**src/rtl/lbl_pkg.sv**
```systemverilog
package lbl_pkg;

  typedef enum logic [1:0] {
    OP_LOAD  = 2'd0,
    OP_STORE = 2'd1,
    OP_RMW   = 2'd2,
    OP_FENCE = 2'd3
  } op_e;

  typedef enum logic [2:0] {
    ST_IDLE,
    ST_RD_REQ,
    ST_RD_WAIT,
    ST_WR_REQ,
    ST_WR_WAIT,
    ST_RSP
  } state_e;

  // Labels 2 and 3 both count as non-loop (conservative for code 3).
  function automatic logic is_nonloop(input logic [1:0] lbl);
    return lbl[1];
  endfunction

endpackage

```
**src/rtl/sb_queue.sv**
```systemverilog
// Circular store buffer; DEPTH must be a power of two, at least 2.
module sb_queue #(
  parameter int DEPTH = 8,
  parameter int AW    = 8,
  parameter int DW    = 16
) (
  input  logic                 clk,
  input  logic                 rst_n,
  input  logic                 push,
  input  logic [AW-1:0]        push_addr,
  input  logic [DW-1:0]        push_data,
  input  logic [1:0]           push_lbl,
  input  logic                 pop,
  output logic [AW-1:0]        ent_addr [DEPTH],
  output logic [DW-1:0]        ent_data [DEPTH],
  output logic [1:0]           ent_lbl  [DEPTH],
  output logic [DEPTH-1:0]     ent_vld,
  output logic [$clog2(DEPTH)-1:0] rd_ptr,
  output logic                 empty,
  output logic                 full
);
  localparam int PW = $clog2(DEPTH);
  localparam int CW = PW + 1;

  logic [AW-1:0] addr_q [DEPTH];
  logic [DW-1:0] data_q [DEPTH];
  logic [1:0]    lbl_q  [DEPTH];
  logic [PW-1:0] wr_ptr;
  logic [CW-1:0] cnt;

  always_ff @(posedge clk) begin
    if (!rst_n) begin
      wr_ptr <= '0;
      rd_ptr <= '0;
      cnt    <= '0;
    end else begin
      if (push) wr_ptr <= wr_ptr + PW'(1);
      if (pop)  rd_ptr <= rd_ptr + PW'(1);
      case ({push, pop})
        2'b10:   cnt <= cnt + CW'(1);
        2'b01:   cnt <= cnt - CW'(1);
        default: ;
      endcase
    end
  end

  always_ff @(posedge clk) begin
    if (push) begin
      addr_q[wr_ptr] <= push_addr;
      data_q[wr_ptr] <= push_data;
      lbl_q[wr_ptr]  <= push_lbl;
    end
  end

  assign ent_addr = addr_q;
  assign ent_data = data_q;
  assign ent_lbl  = lbl_q;
  assign empty    = (cnt == '0);
  assign full     = (cnt == CW'(DEPTH));

  for (genvar i = 0; i < DEPTH; i++) begin : g_vld
    logic [PW-1:0] age;
    assign age        = PW'(i) - rd_ptr;
    assign ent_vld[i] = ({1'b0, age} < cnt);
  end

  assert_no_overflow_R2: assert property (@(posedge clk) disable iff (!rst_n)
    push |-> !full);
  assert_no_underflow_R2: assert property (@(posedge clk) disable iff (!rst_n)
    pop |-> !empty);

endmodule

```
**src/rtl/sb_lookup.sv**
```systemverilog
// Youngest-match forwarding and non-loop presence over the buffer.
module sb_lookup #(
  parameter int DEPTH = 8,
  parameter int AW    = 8,
  parameter int DW    = 16
) (
  input  logic [AW-1:0]            ent_addr [DEPTH],
  input  logic [DW-1:0]            ent_data [DEPTH],
  input  logic [1:0]               ent_lbl  [DEPTH],
  input  logic [DEPTH-1:0]         ent_vld,
  input  logic [$clog2(DEPTH)-1:0] rd_ptr,
  input  logic [AW-1:0]            look_addr,
  output logic                     hit,
  output logic [DW-1:0]            hit_data,
  output logic                     any_nonloop
);
  localparam int PW = $clog2(DEPTH);

  always_comb begin
    hit      = 1'b0;
    hit_data = '0;
    // walk oldest to youngest so the last match wins
    for (int k = 0; k < DEPTH; k++) begin
      logic [PW-1:0] idx;
      idx = rd_ptr + PW'(k);
      if (ent_vld[idx] && ent_addr[idx] == look_addr) begin
        hit      = 1'b1;
        hit_data = ent_data[idx];
      end
    end
  end

  always_comb begin
    any_nonloop = 1'b0;
    for (int i = 0; i < DEPTH; i++)
      if (ent_vld[i] && lbl_pkg::is_nonloop(ent_lbl[i])) any_nonloop = 1'b1;
  end

endmodule

```
**src/rtl/lbl_order_unit.sv**
```systemverilog
module lbl_order_unit
  import lbl_pkg::*;
#(
  parameter int DEPTH = 8,
  parameter int AW    = 8,
  parameter int DW    = 16
) (
  input  logic          clk,
  input  logic          rst_n,
  input  logic          req_valid,
  output logic          req_ready,
  input  logic [1:0]    req_op,
  input  logic [1:0]    req_label,
  input  logic [AW-1:0] req_addr,
  input  logic [DW-1:0] req_wdata,
  output logic          rsp_valid,
  input  logic          rsp_ready,
  output logic [DW-1:0] rsp_rdata,
  output logic          mem_req_valid,
  input  logic          mem_req_ready,
  output logic          mem_req_write,
  output logic [1:0]    mem_req_label,
  output logic [AW-1:0] mem_req_addr,
  output logic [DW-1:0] mem_req_wdata,
  input  logic          mem_rsp_valid,
  input  logic [DW-1:0] mem_rsp_rdata
);
  localparam int PW = $clog2(DEPTH);

  state_e        state;
  logic [AW-1:0] op_addr;
  logic [DW-1:0] op_wdata;
  logic [1:0]    op_lbl;
  logic          op_rmw;
  logic [DW-1:0] rsp_q;
  logic          busy_drain, busy_core, hold_drain;

  logic [AW-1:0]    ent_addr [DEPTH];
  logic [DW-1:0]    ent_data [DEPTH];
  logic [1:0]       ent_lbl  [DEPTH];
  logic [DEPTH-1:0] ent_vld;
  logic [PW-1:0]    rd_ptr;
  logic             q_empty, q_full, q_push, q_pop;
  logic             fwd_hit, any_nl;
  logic [DW-1:0]    fwd_data;
  logic             accept, core_wants, core_sel, drain_sel, mem_hs, mem_busy;

  sb_queue #(.DEPTH(DEPTH), .AW(AW), .DW(DW)) u_queue (
    .clk, .rst_n,
    .push(q_push), .push_addr(req_addr), .push_data(req_wdata), .push_lbl(req_label),
    .pop(q_pop),
    .ent_addr, .ent_data, .ent_lbl, .ent_vld, .rd_ptr,
    .empty(q_empty), .full(q_full)
  );

  sb_lookup #(.DEPTH(DEPTH), .AW(AW), .DW(DW)) u_lookup (
    .ent_addr, .ent_data, .ent_lbl, .ent_vld, .rd_ptr,
    .look_addr(req_addr),
    .hit(fwd_hit), .hit_data(fwd_data), .any_nonloop(any_nl)
  );

  // command admission by kind and label
  always_comb begin
    req_ready = 1'b0;
    if (state == ST_IDLE) begin
      case (req_op)
        OP_LOAD:  req_ready = !(is_nonloop(req_label) && any_nl);
        OP_STORE: req_ready = !q_full;
        default:  req_ready = q_empty;
      endcase
    end
  end

  assign accept = req_valid && req_ready;
  assign q_push = accept && (req_op == OP_STORE);

  // memory port arbitration: one transaction in flight, held requests keep the port
  assign mem_busy   = busy_drain || busy_core;
  assign core_wants = (state == ST_RD_REQ) || (state == ST_WR_REQ);
  assign core_sel   = core_wants && !mem_busy && !hold_drain;
  assign drain_sel  = !core_sel && !mem_busy && !q_empty && (hold_drain || !core_wants);
  assign mem_hs     = mem_req_valid && mem_req_ready;
  assign q_pop      = mem_rsp_valid && busy_drain;

  assign mem_req_valid = core_sel || drain_sel;
  assign mem_req_write = drain_sel || (state == ST_WR_REQ);
  assign mem_req_addr  = drain_sel ? ent_addr[rd_ptr] : op_addr;
  assign mem_req_wdata = drain_sel ? ent_data[rd_ptr] : op_wdata;
  assign mem_req_label = drain_sel ? ent_lbl[rd_ptr]  : op_lbl;

  assign rsp_valid = (state == ST_RSP);
  assign rsp_rdata = rsp_q;

  always_ff @(posedge clk) begin
    if (!rst_n) begin
      state      <= ST_IDLE;
      op_addr    <= '0;
      op_wdata   <= '0;
      op_lbl     <= '0;
      op_rmw     <= 1'b0;
      rsp_q      <= '0;
      busy_drain <= 1'b0;
      busy_core  <= 1'b0;
      hold_drain <= 1'b0;
    end else begin
      hold_drain <= drain_sel && !mem_req_ready;
      if (mem_rsp_valid) begin
        busy_drain <= 1'b0;
        busy_core  <= 1'b0;
      end
      if (mem_hs) begin
        if (drain_sel) busy_drain <= 1'b1;
        else           busy_core  <= 1'b1;
      end
      case (state)
        ST_IDLE: if (accept) begin
          op_addr  <= req_addr;
          op_wdata <= req_wdata;
          op_lbl   <= req_label;
          case (req_op)
            OP_LOAD: begin
              op_rmw <= 1'b0;
              if (fwd_hit) begin
                rsp_q <= fwd_data;
                state <= ST_RSP;
              end else begin
                state <= ST_RD_REQ;
              end
            end
            OP_RMW: begin
              op_rmw <= 1'b1;
              state  <= ST_RD_REQ;
            end
            default: ;
          endcase
        end
        ST_RD_REQ:  if (core_sel && mem_req_ready) state <= ST_RD_WAIT;
        ST_RD_WAIT: if (mem_rsp_valid) begin
          rsp_q <= mem_rsp_rdata;
          state <= op_rmw ? ST_WR_REQ : ST_RSP;
        end
        ST_WR_REQ:  if (core_sel && mem_req_ready) state <= ST_WR_WAIT;
        ST_WR_WAIT: if (mem_rsp_valid) state <= ST_RSP;
        ST_RSP:     if (rsp_ready) state <= ST_IDLE;
        default:    state <= ST_IDLE;
      endcase
    end
  end

  assert_nonloop_read_order_R3: assert property (@(posedge clk) disable iff (!rst_n)
    (core_sel && !mem_req_write && !op_rmw && is_nonloop(op_lbl)) |-> !any_nl);
  assert_rmw_on_empty_R6: assert property (@(posedge clk) disable iff (!rst_n)
    (core_sel && op_rmw) |-> q_empty);
  assert_rmw_write_follows_R6: assert property (@(posedge clk) disable iff (!rst_n)
    (state == ST_RD_WAIT && mem_rsp_valid && op_rmw) |=> (mem_req_valid -> mem_req_write));
  assert_single_outstanding_R2: assert property (@(posedge clk) disable iff (!rst_n)
    !(busy_drain && busy_core));
  assert_rsp_hold_R8: assert property (@(posedge clk) disable iff (!rst_n)
    (rsp_valid && !rsp_ready) |=> (rsp_valid && $stable(rsp_rdata) && !req_ready));
  assert_mem_hold_R9: assert property (@(posedge clk) disable iff (!rst_n)
    (mem_req_valid && !mem_req_ready) |=> (mem_req_valid && $stable(mem_req_addr)
      && $stable(mem_req_write) && $stable(mem_req_wdata)));

endmodule

```
**config.mk**
```make
export PLATFORM = sky130hd
export DESIGN_NAME = lbl_order_unit
export DESIGN_NICKNAME = d
export VERILOG_FILES = /design/src/rtl/lbl_pkg.sv /design/src/rtl/sb_queue.sv /design/src/rtl/sb_lookup.sv /design/src/rtl/lbl_order_unit.sv
export SDC_FILE = /design/constraint.sdc
export NUM_CORES = 1
export LEC_CHECK = 0
export ABC_CLOCK_PERIOD_IN_PS = 17100
export BUFFER_PORTS_ARGS = -buffer_cell sky130_fd_sc_hd__buf_4
export CAP_MARGIN = 10
export CELL_PAD_IN_SITES_DETAIL_PLACEMENT = 0
export CELL_PAD_IN_SITES_GLOBAL_PLACEMENT = 2
export CORE_MARGIN = 2
export CORE_UTILIZATION = 47
export CTS_BUF_LIST = sky130_fd_sc_hd__clkbuf_16
export CTS_CLUSTER_DIAMETER = 40
export DETAILED_ROUTE_END_ITERATION = 12
export GPL_TIMING_DRIVEN = 0
export PLACE_DENSITY_LB_ADDON = 0.05
export REMOVE_ABC_BUFFERS = 1
export SYNTH_ARGS = -nofsm -noshare
export SYNTH_HDL_FRONTEND = slang
export SYNTH_SLANG_ARGS = --single-unit
```
**constraint.sdc**
```tcl
create_clock -name clk -period 17.1 [get_ports clk]
set_clock_uncertainty 0.15 [all_clocks]
set_input_delay 2.565 -clock clk [delete_from_list [all_inputs] [get_ports clk]]
set_output_delay 2.565 -clock clk [all_outputs]
set_load 0.03 [all_outputs]
```
# Yosys cells after proc, flatten, opt, wreduce, memory -nomap -nowiden
# Index checks and enable logic that the tools add are counted.
# W data, S select, Z words.
# totals
out_inout_bits,46
register_bits,267
input_bits,50
wordCells,296
# op_classes
bitwise,9
mux,128
addsub,18
n_lt_le_gt_ge,26
eq_ne,27
n_reduce_logical,52
# ops
operator,count
$mux W16,30
$bmux W16 S3,8
$bmux W8 S3,8
$mux W8,18
$bwmux W128,1
$bwmux W64,1
$eq A8 B8 Y1,8
$demux W16 S3,1
$ge A4 B4 Y1 const B,9
$not A3 Y4,9
$lt A3 B4 Y1,8
$lt A3 B4 Y1 const B,8
$pmux W16 S2,1
$mux W1,31
$logic_and A1 B1 Y1,29
$bmux W1 S3,8
$demux W8 S3,1
$mux W3,8
$pmux W3 S6,1
$bwmux W16,1
$add A3 B3 Y3 const B,4
$sub A3 B3 Y3 const A,4
$logic_not A1 Y1,8
$mux W2,4
30 further kinds,51

# Logic depth before layout (Yosys ltp)
# Gate-level depths: netlist of the first run.
# logic_depth
ltp_word,19
depth_mapped,25
depth_no_buf,19

# Hierarchy
# Synthesis of the first run repeated with hierarchy kept, for this count alone.
# hier_totals
hier_cells,1868
hier_area_um2,22460.3
# by_module_without_submodules
module,n_inst,seq_area_each_um2,area_per_inst_um2,cells_each
sb_lookup,1,0.0,10657.7,1068
sb_queue,1,6446.2,7214.4,326
lbl_order_unit,1,980.9,4588.2,474

# Least setup slack after synthesis of the first run
# No wires, ideal clock.
# synth_path
path_type,register to register
from,register u_queue.rd_ptr[0]
to,register u_queue.addr_q (netlist bit u_queue.ent_addr[56]) (enable)
slack_ns,10.860
period_less_slack_ns,6.240
path_buffers,7
setup_time_ns,0.442
t_arrival_ns,5.648
path_stages_with_launch,20
required_time_ns,16.508
path_cell_list,dfxtp_1 -> buf_6 -> inv_2 -> buf_2 -> buf_4 -> ha_1 -> buf_6 -> buf_4 -> buf_4 -> buf_4 -> inv_1 -> ha_1 -> a21o_1 -> a21oi_1 -> a2111oi_0 -> a31o_2 -> o2111ai_1 -> nor3b_2 -> nand2b_1 -> nor3_1
# synth_between
elab_cells_between_ends,38
classes_between,add/sub (8); order compare (8); mux (10); reduce/logical (12)
# synth_rtl
item,line_no,rtl
from (decl),sb_queue.sv:18,"output logic [$clog2(DEPTH)-1:0] rd_ptr,"
from (signal assigned),sb_queue.sv:38,if (pop) rd_ptr <= rd_ptr + PW'(1);
$sub A1 B3 Y3,sb_queue.sv:63,assign age = PW'(i) - rd_ptr;
net u_queue.g_vld[1].age[0],sb_queue.sv:62,logic [PW-1:0] age;
$lt A3 B4 Y1,sb_queue.sv:64,"assign ent_vld[i] = ({1'b0, age} < cnt);"
$logic_and A1 B1 Y1,sb_lookup.sv:36,if (ent_vld[i] && lbl_pkg::is_nonloop(ent_lbl[i])) any_nonloop = 1'b1;
$mux W1 (7 in a row),sb_lookup.sv:36,
$logic_and A1 B1 Y1,lbl_order_unit.sv:67,OP_LOAD: req_ready = !(is_nonloop(req_label) && any_nl);
$logic_not A1 Y1,lbl_order_unit.sv:67,
$pmux W1 S2,lbl_order_unit.sv:66,case (req_op)
$mux W1,lbl_order_unit.sv:65,if (state == ST_IDLE) begin
$logic_and A1 B1 Y1,lbl_order_unit.sv:74,assign accept = req_valid && req_ready;
$logic_and A1 B1 Y1,lbl_order_unit.sv:75,assign q_push = accept && (req_op == OP_STORE);
"to (signal, indexed assignment)",sb_queue.sv:49,addr_q[wr_ptr] <= push_addr;
to (decl),sb_queue.sv:25,logic [AW-1:0] addr_q [DEPTH];
# The timed path passes the listed nets, and every way through them passes these cells.
# A chain may end at the register's enable or synchronous reset.

# Final worst setup path of the first run
# layout_path
from,register u_queue.rd_ptr[0]
to,output port req_ready
# layout_between
elab_chain_len,15
elab_cells_between_ends,36
classes_between,add/sub (8); order compare (8); mux (10); reduce/logical (10)
# layout_rtl
item,line_no,rtl
$sub A1 B3 Y3,sb_queue.sv:63,
$lt A3 B4 Y1,sb_queue.sv:64,
$logic_and A1 B1 Y1,sb_lookup.sv:36,
$mux W1 (7 in a row),sb_lookup.sv:36,
$mux W1 (*),sb_lookup.sv:36,
$logic_and A1 B1 Y1 (*),lbl_order_unit.sv:67,
$logic_not A1 Y1 (*),lbl_order_unit.sv:67,
$pmux W1 S2 (*),lbl_order_unit.sv:66,
$mux W1 (*),lbl_order_unit.sv:65,
to (decl),lbl_order_unit.sv:11,"output logic req_ready,"
# Mark *: on every way between the ends. The rest lies on a longest branch, timed or not.

==> metrics.log, run 1 <==
INFO  metric outcome = completed
INFO  metric post_synth_fa_ha_maj_area_fraction = between 1 and 1.5%
INFO  metric grt_max_degree = 62
INFO  metric grt_overflow = 0
INFO  metric start_util = between 40 and 50%
INFO  metric detail_route.drc_violations = 0
INFO  metric dr.pass1.iters = 7
INFO  metric timing.final.hold_violations = 0
INFO  metric min_path_type = reg2reg
INFO  metric gates_resized_cts_repair = 0
INFO  metric clock_tree_from_tritoncts = yes
INFO  metric final.period_utilization = between 40% and 50%
INFO  metric internal-power = approximately 1600 uW
INFO  metric ctsRootBufferMaster = sky130_fd_sc_hd__clkbuf_16
INFO  metric holdCritStartpoint = busy_core
INFO  metric worst_slew_margin_rel = just over 20%
INFO  metric power.static_leakage = a little under 0.008 uW
INFO  metric final_antenna_violating_net_count = 0
INFO  metric synth.distinct_cells = 83
INFO  metric detailed_place.area = roughly 21000 um2
INFO  metric vdd.ir_drop.worst = slightly above 0.09 mV
INFO  metric routed_wire_length_per_instance = ~26 um
INFO  metric switchingPower = 677 uW
INFO  metric synth_edf_count = 208
INFO  metric placeable_core_region = a little over 40000 um2
INFO  metric grt_usage = 27.0%
INFO  metric clock_sink_count = roughly 270
INFO  metric power_frac_seq = about 33%
INFO  metric crit_path_end_kind = output pin
INFO  metric vias_per_cell = about 6.4
INFO  metric grt_pass1_wl = about 90000 um
INFO  metric layout.cells.most_common = sky130_fd_sc_hd__nand2_1
INFO  metric finalSetupViolCount = 0
INFO  metric maxClockFrequency = between 0.1 and 0.15 GHz
INFO  metric powerDensity = between 90 and 100 nW/um2
INFO  metric post_layout_nonfiller_instances = about 2300
INFO  metric drtIter0Drc = 1228
INFO  metric fin_util = roughly 56%
INFO  metric fin_nets = between 1500 and 2000
INFO  metric routed_wl = ~58000 um
INFO  metric synth_top_family_by_area = multiplexers
INFO  metric hold_slack = approximately 0.36 ns
INFO  metric slowest_stage = sky130_fd_sc_hd__dfxtp_4
INFO  metric synth-seq-cells = approximately 270
INFO  metric synth_sequential_area_ratio = 38.1%
INFO  metric crit_required = roughly 14 ns
INFO  metric worst-setup-path-type = reg2out
INFO  metric synth_compound_gate_area_share = 10.9%
INFO  metric fillerInstances = between 3000 and 4000
INFO  metric num_antenna_cells = 0
INFO  metric most-common-layout-cells = 255 x sky130_fd_sc_hd__nand2_1, 208 x sky130_fd_sc_hd__mux4_2, 208 x sky130_fd_sc_hd__edfxtp_1, 115 x sky130_fd_sc_hd__mux2i_1, 95 x sky130_fd_sc_hd__buf_4
INFO  metric holdBufCountCts = 0
INFO  metric syn_to_final_growth = 17.6%
INFO  metric critPathMostFrequentCell = sky130_fd_sc_hd__inv_2
INFO  metric design.die.area = 43100 um2
INFO  metric critical-path-top-delay-family = buffers and inverters
INFO  metric cts_max_path_buffers = 3
INFO  metric post_synth_inst_count = 1628
INFO  metric setup.worst_path.start_class = flop
INFO  metric tightestPinTransition = ~1.2 ns
INFO  metric placement.io_buffers = 95
INFO  metric design.portCount = 96
INFO  metric slew_violations = 0
INFO  metric clock_power_share = about 49%
INFO  metric yosys.area_share.simple = roughly 11%
INFO  metric reg2reg_from = u_queue.rd_ptr[1]
INFO  metric via_count_of_the_first_global_routing_pass = between 10000 and 15000
INFO  metric synthesis.yosys.warnings = 0
INFO  metric critPathArrivalTime = a little over 5 ns
INFO  metric finish.instance_area = between 20000 and 25000 um2
INFO  metric postCtsSetupBuffers = 0
INFO  metric final_critical_path_setup_slack = around 9.2 ns
INFO  metric grt_antenna_before_repair = 1
INFO  metric fraction_of_registers_with_async_set_or_reset_after_synthesis = 0%
INFO  metric synthMuxAreaShare = between 30 and 40%
INFO  metric path_cells = buf_16, inv_2, ha_4, xor2_4, buf_12, inv_2, ha_1, a21oi_1, a2111oi_0, a31o_2, o211a_1, buf_4
INFO  metric grt_setup_unrepaired = no
INFO  metric syn_area_per_cell = ~12 um2
INFO  metric clk_latency = around 0.60 ns
INFO  metric power.share.switching = ~30%
INFO  metric crit_path_max_incr_delay = 0.86 ns
INFO  metric ctsHtreeMaxLevel = 2
INFO  metric logic_pwr_share = a little under a fifth
INFO  metric post-dp-hpwl = ~38000 um
INFO  metric vias = between 10000 and 15000
INFO  metric synth_xor_area_share = under 10%
INFO  metric syn-cell-area = ~19000 um2
INFO  metric path_max_fanout = 45
INFO  metric setup.reg_to_reg.worst_slack = just under 10 ns
INFO  metric crit_path_start = u_queue.rd_ptr[0]
INFO  metric die_width = between 200 and 250 um
INFO  metric period_needed = just under 8 ns
INFO  metric postSynth.topFlopCell = sky130_fd_sc_hd__edfxtp_1
INFO  metric final_layout_size_suffix_gt1_share = 28.6%
INFO  metric post_place_worst_slack = between 9 and 10 ns
INFO  metric clock_transition_at_the_registers_of_the_reported_paths = around 0.060 ns
INFO  metric numCtsBuffers = between 50 and 60
INFO  metric dpl.cell_count = between 2000 and 2500
INFO  metric maxCapViolCount = 0
INFO  metric die_h = between 200 and 250 um
INFO  metric row_count = between 70 and 80
INFO  metric place_congestion = 0.847
INFO  metric crit_buf_inv = 5
## flip-flops by register name, indices dropped and copies added (netlist names), 2 cells and up
register / count
u_queue.ent_data: 128
rsp_rdata: 16
op_addr: 8
u_queue.ent_addr: 64
u_queue.ent_lbl: 16
u_queue.rd_ptr: 3
u_queue.wr_ptr: 3
op_wdata: 16
u_queue.cnt: 4
state: 3
op_lbl: 2
## cell families after synthesis
| kind of cell | count (synthesis) |
|---|---|
| DFF | 267 |
| AOI/OAI and AO/OA | 321 |
| adders and majority gates | 19 |
| xor gates and xnor gates | 87 |
| and+or+nand+nor | 456 |
| muxes | 326 |
| buffers and inverters | 152 |
## stage by stage
step / power (uW) / TNS [ns]
after floorplan: 1030 / -195.89
after global placement: 1180 / -2477.21
after detailed placement: 1180 / 0
after CTS: 2280 / 0
after global routing: 2340 / 0
final: 2260 / 0
## worst register-to-register path, cell delays in order (launching register included)
cell and delay (ns):
sky130_fd_sc_hd__dfxtp_4 0.51, sky130_fd_sc_hd__buf_16 0.32, sky130_fd_sc_hd__xnor2_2 0.92, sky130_fd_sc_hd__clkinv_1 1.02
sky130_fd_sc_hd__ha_1 0.65, sky130_fd_sc_hd__a211oi_1 0.39, sky130_fd_sc_hd__a211oi_1 0.14, sky130_fd_sc_hd__mux4_2 0.54
sky130_fd_sc_hd__a2111oi_4 0.65, sky130_fd_sc_hd__buf_6 0.26, sky130_fd_sc_hd__or3_1 0.82, sky130_fd_sc_hd__o21ai_0 0.26
sky130_fd_sc_hd__a211o_1 0.35, sky130_fd_sc_hd__a31oi_1 0.16
## power groups by stage
stage               Sequential [uW]  Clock (uW)  Combinational [uW]
floorplan                       770           0                 263
global placement                769           0                 411
detailed placement              761           0                 418
CTS                             748        1110                 420
global route                    752        1140                 447
finish                          748        1100                 416
## metal layers
layer  global-route usage (%)  routed length (um)
met4                     9.98                1820
met2                     44.2               28400
met5                        0                   0
met1                     36.8               24600
met3                     3.93                3650
## final cells by class
cell class                      instances  area (um2)  share of cell area (%)
Multi-Input combinational cell       1209       11300                    49.5
Clock inverter                         48         522                    2.28
Timing Repair Buffer                  133        1470                    6.41
Inverter                               18        67.6                   0.295
Tap cell                              532         666                    2.91
Sequential cell                       267        7440                    32.5
Clock buffer                           56        1400                    6.12
## path summary, 6_finish.rpt
check                           cells after the start      endpoint
worst max register to register                     13  rsp_rdata[2]
worst min register to register                      2     busy_core
worst max-delay path                               12     req_ready
worst min-delay path                                2     busy_core
## cell usage after synthesis, types with 29 or more instances
cell,instances,share of area [%]
sky130_fd_sc_hd__nand2_1,255,4.9
sky130_fd_sc_hd__buf_2,41,1.1
sky130_fd_sc_hd__edfxtp_1,208,32
sky130_fd_sc_hd__a31oi_1,46,1.5
sky130_fd_sc_hd__a21oi_1,53,1.4
sky130_fd_sc_hd__o21ai_1,41,1.1
sky130_fd_sc_hd__mux4_2,208,24
sky130_fd_sc_hd__dfxtp_1,59,6.1
sky130_fd_sc_hd__nor2_1,31,0.60
sky130_fd_sc_hd__mux2i_1,115,5.9
sky130_fd_sc_hd__nor2b_1,39,1.3
sky130_fd_sc_hd__xor2_1,37,1.7
sky130_fd_sc_hd__o21ai_0,53,1.4
sky130_fd_sc_hd__and2_1,29,0.93
sky130_fd_sc_hd__xnor2_1,49,2.2
sky130_fd_sc_hd__clkbuf_1,52,1.0
Power figures use the tool's default switching activity.
==> run 2, diff against run 1 <==
ABC_CLOCK_PERIOD_IN_PS = 7500   (was 17100)
CORE_UTILIZATION = 44   (was 47)
clock period = 7.5 ns   (was 17.1 ns; I/O delays follow)
==> metrics.log, run 2 (synthesized netlist as in run 1, its figures left out) <==
INFO  metric ctsHtreeMaxLevel = 2
INFO  metric crit_required = approximately 7.9 ns
INFO  metric clock_power_share = a little under half
INFO  metric path_max_fanout = 55
INFO  metric die_width = ~210 um
INFO  metric timing.final.hold_violations = 0
INFO  metric ff2ff_path_depth = 17
INFO  metric grt_setup_unrepaired = no
INFO  metric grt_antenna_before_repair = 0
INFO  metric fin_nets = 1750
INFO  metric layout.cells.most_common = sky130_fd_sc_hd__nand2_1
INFO  metric worst_hold_path.num_cells = 2
INFO  metric final_antenna_violating_net_count = 0
INFO  metric clock_sink_count = approximately 270
INFO  metric internal-power = approximately 3600 uW
INFO  metric design.portCount = 96
INFO  metric final_critical_path_setup_slack = approximately 0.57 ns
INFO  metric logic_pwr_share = 19.0%
INFO  metric setup.worst_path.start_class = flop
INFO  metric drtIter0Drc = between 1000 and 1500
INFO  metric outcome = completed
INFO  metric post-dp-hpwl = roughly 40000 um
INFO  metric largest_register_ff_count = 128
INFO  metric dr.pass1.iters = 5
INFO  metric power.share.switching = between 20% and 30%
INFO  metric final.period_utilization = a little over 90%
INFO  metric power_frac_seq = 34.0%
INFO  metric numCtsBuffers = 54
INFO  metric finalSetupViolCount = 0
INFO  metric die_h = about 210 um
INFO  metric power.static_leakage = about 0.0077 uW
INFO  metric fin_tns_setup = 0 ns
INFO  metric min_path_type = reg2reg
INFO  metric period_needed = 6.93 ns
INFO  metric crit_path_end_kind = flop
INFO  metric grt_max_degree = 60
INFO  metric slew_violations = 0
INFO  metric num_antenna_cells = 0
INFO  metric maxClockFrequency = approximately 0.14 GHz
INFO  metric placement.io_buffers = between 90 and 100
INFO  metric clock_transition_at_the_registers_of_the_reported_paths = 0.05 ns
INFO  metric via_count_of_the_first_global_routing_pass = approximately 14000
INFO  metric place_congestion = 0.782
INFO  metric grt_pass1_wl = 91200 um
INFO  metric syn_to_final_growth = 17.2%
INFO  metric vias_per_cell = about 6.2
INFO  metric grt_overflow = 0
INFO  metric most-common-layout-cells = 255 x sky130_fd_sc_hd__nand2_1, 208 x sky130_fd_sc_hd__mux4_2, 208 x sky130_fd_sc_hd__edfxtp_1, 115 x sky130_fd_sc_hd__mux2i_1, 95 x sky130_fd_sc_hd__buf_4
INFO  metric start_util = 44.3%
INFO  metric post_place_worst_slack = between 0.1 and 0.15 ns
INFO  metric routed_wire_length_per_instance = approximately 26 um
INFO  metric vias = about 14000
INFO  metric detail_route.drc_violations = 0
INFO  metric powerDensity = 220 nW/um2
INFO  metric design.die.area = 46000 um2
INFO  metric grt_usage = a little over a quarter
INFO  metric ctsRootBufferMaster = sky130_fd_sc_hd__clkbuf_16
INFO  metric clock_tree_from_tritoncts = yes
INFO  metric final_layout_size_suffix_gt1_share = between 20 and 30%
INFO  metric worst-setup-path-type = reg2reg
INFO  metric row_count = 77
INFO  metric vdd.ir_drop.worst = ~0.27 mV
INFO  metric worst_slew_margin_rel = between 20% and 30%
INFO  metric critPathArrivalTime = between 7 and 8 ns
INFO  metric switchingPower = between 1000 and 1500 uW
INFO  metric tightestPinTransition = approximately 1.2 ns
INFO  metric placeable_core_region = between 40000 and 50000 um2
INFO  metric cts_max_path_buffers = 3
INFO  metric clk_latency = 0.60 ns
INFO  metric routed_wl = 59900 um
INFO  metric maxCapViolCount = 0
==> run 2: cell count changes in the layout (fill, tap and decap cells not counted), sizes merged <==
cell	change
buf	-2
clkbuf	-1
bufinv	+2
inv	-9
clkinvlp	+4
clkinv	+1
==> run 2: layer usage <==
metal	vias up	GRT usage, %	part of all wire, %
li1	6521	-	-
met1	7336	35.6	42
met2	466	43.7	49
met3	110	4.47	6.2
met4	0	8.19	2.9
met5	-	0	0
==> run 2: path summary, 6_finish.rpt <==
| kind | slack [ns] | to | from |
|---|---|---|---|
| setup / recovery | 0.57 | rsp_rdata[0] | u_queue.rd_ptr[0] |
| hold / removal | 0.36 | u_queue.wr_ptr[0] | u_queue.wr_ptr[0] |
| setup reg to reg | 0.57 | rsp_rdata[0] | u_queue.rd_ptr[0] |
| hold reg to reg | 0.36 | u_queue.wr_ptr[0] | u_queue.wr_ptr[0] |
==> run 2: per-stage QoR <==
step | hold slack, ns | instance area, um2 | cells | utilization [%] | total power, uW
after floorplan | 0.317 | 18700 | 1494 | - | 2350
after global placement | 0.339 | 20200 | 2181 | 45.9 | 2700
after detailed placement | 0.347 | 21000 | 2216 | 47.8 | 2690
after CTS | 0.354 | 22800 | 2317 | 51.9 | 5070
after global routing | 0.380 | 22800 | 2318 | 51.9 | 5220
final | 0.360 | 22800 | 2318 | 51.9 | 5020
==> run 2: layout make-up <==
type	instances	area (um2)
Fill cell	3882	21100
Multi-Input combinational cell	1209	11300
Sequential cell	267	7440
Timing Repair Buffer	131	1430
Clock buffer	55	1380
Tap cell	592	741
Clock inverter	46	429
Inverter	18	68.8
==> run 2: timing repair <==
action	CTS	global route
buffers inserted	0	1
hold buffers	0	0
gates resized for setup	0	1
endpoints found under the setup margin	0	102
==> run 2: power by group through the flow <==
stage / Combinational, uW / Sequential, uW / Clock, uW
3_5_place_dp: 957 / 1740 / 0
2_1_floorplan: 600 / 1750 / 0
3_3_place_gp: 946 / 1750 / 0
5_1_grt: 1040 / 1710 / 2470
6_report: 956 / 1710 / 2360
4_1_cts: 962 / 1710 / 2400
==> run 2: critical path, cell delays in order, from the launching register on <==
cell,delay [ns]
sky130_fd_sc_hd__dfxtp_4,0.76
sky130_fd_sc_hd__buf_16,0.36
sky130_fd_sc_hd__inv_2,0.40
sky130_fd_sc_hd__ha_4,0.32
sky130_fd_sc_hd__xor2_4,0.55
sky130_fd_sc_hd__buf_12,0.27
sky130_fd_sc_hd__inv_2,0.38
sky130_fd_sc_hd__ha_1,0.46
sky130_fd_sc_hd__o21ai_0,0.12
sky130_fd_sc_hd__a211oi_1,0.16
sky130_fd_sc_hd__mux4_2,0.54
sky130_fd_sc_hd__a2111oi_4,0.89
sky130_fd_sc_hd__a21oi_2,0.29
sky130_fd_sc_hd__nand4b_1,0.39
sky130_fd_sc_hd__a32o_2,0.21
sky130_fd_sc_hd__buf_12,0.20
sky130_fd_sc_hd__o21ai_0,0.10
sky130_fd_sc_hd__a31oi_1,0.16
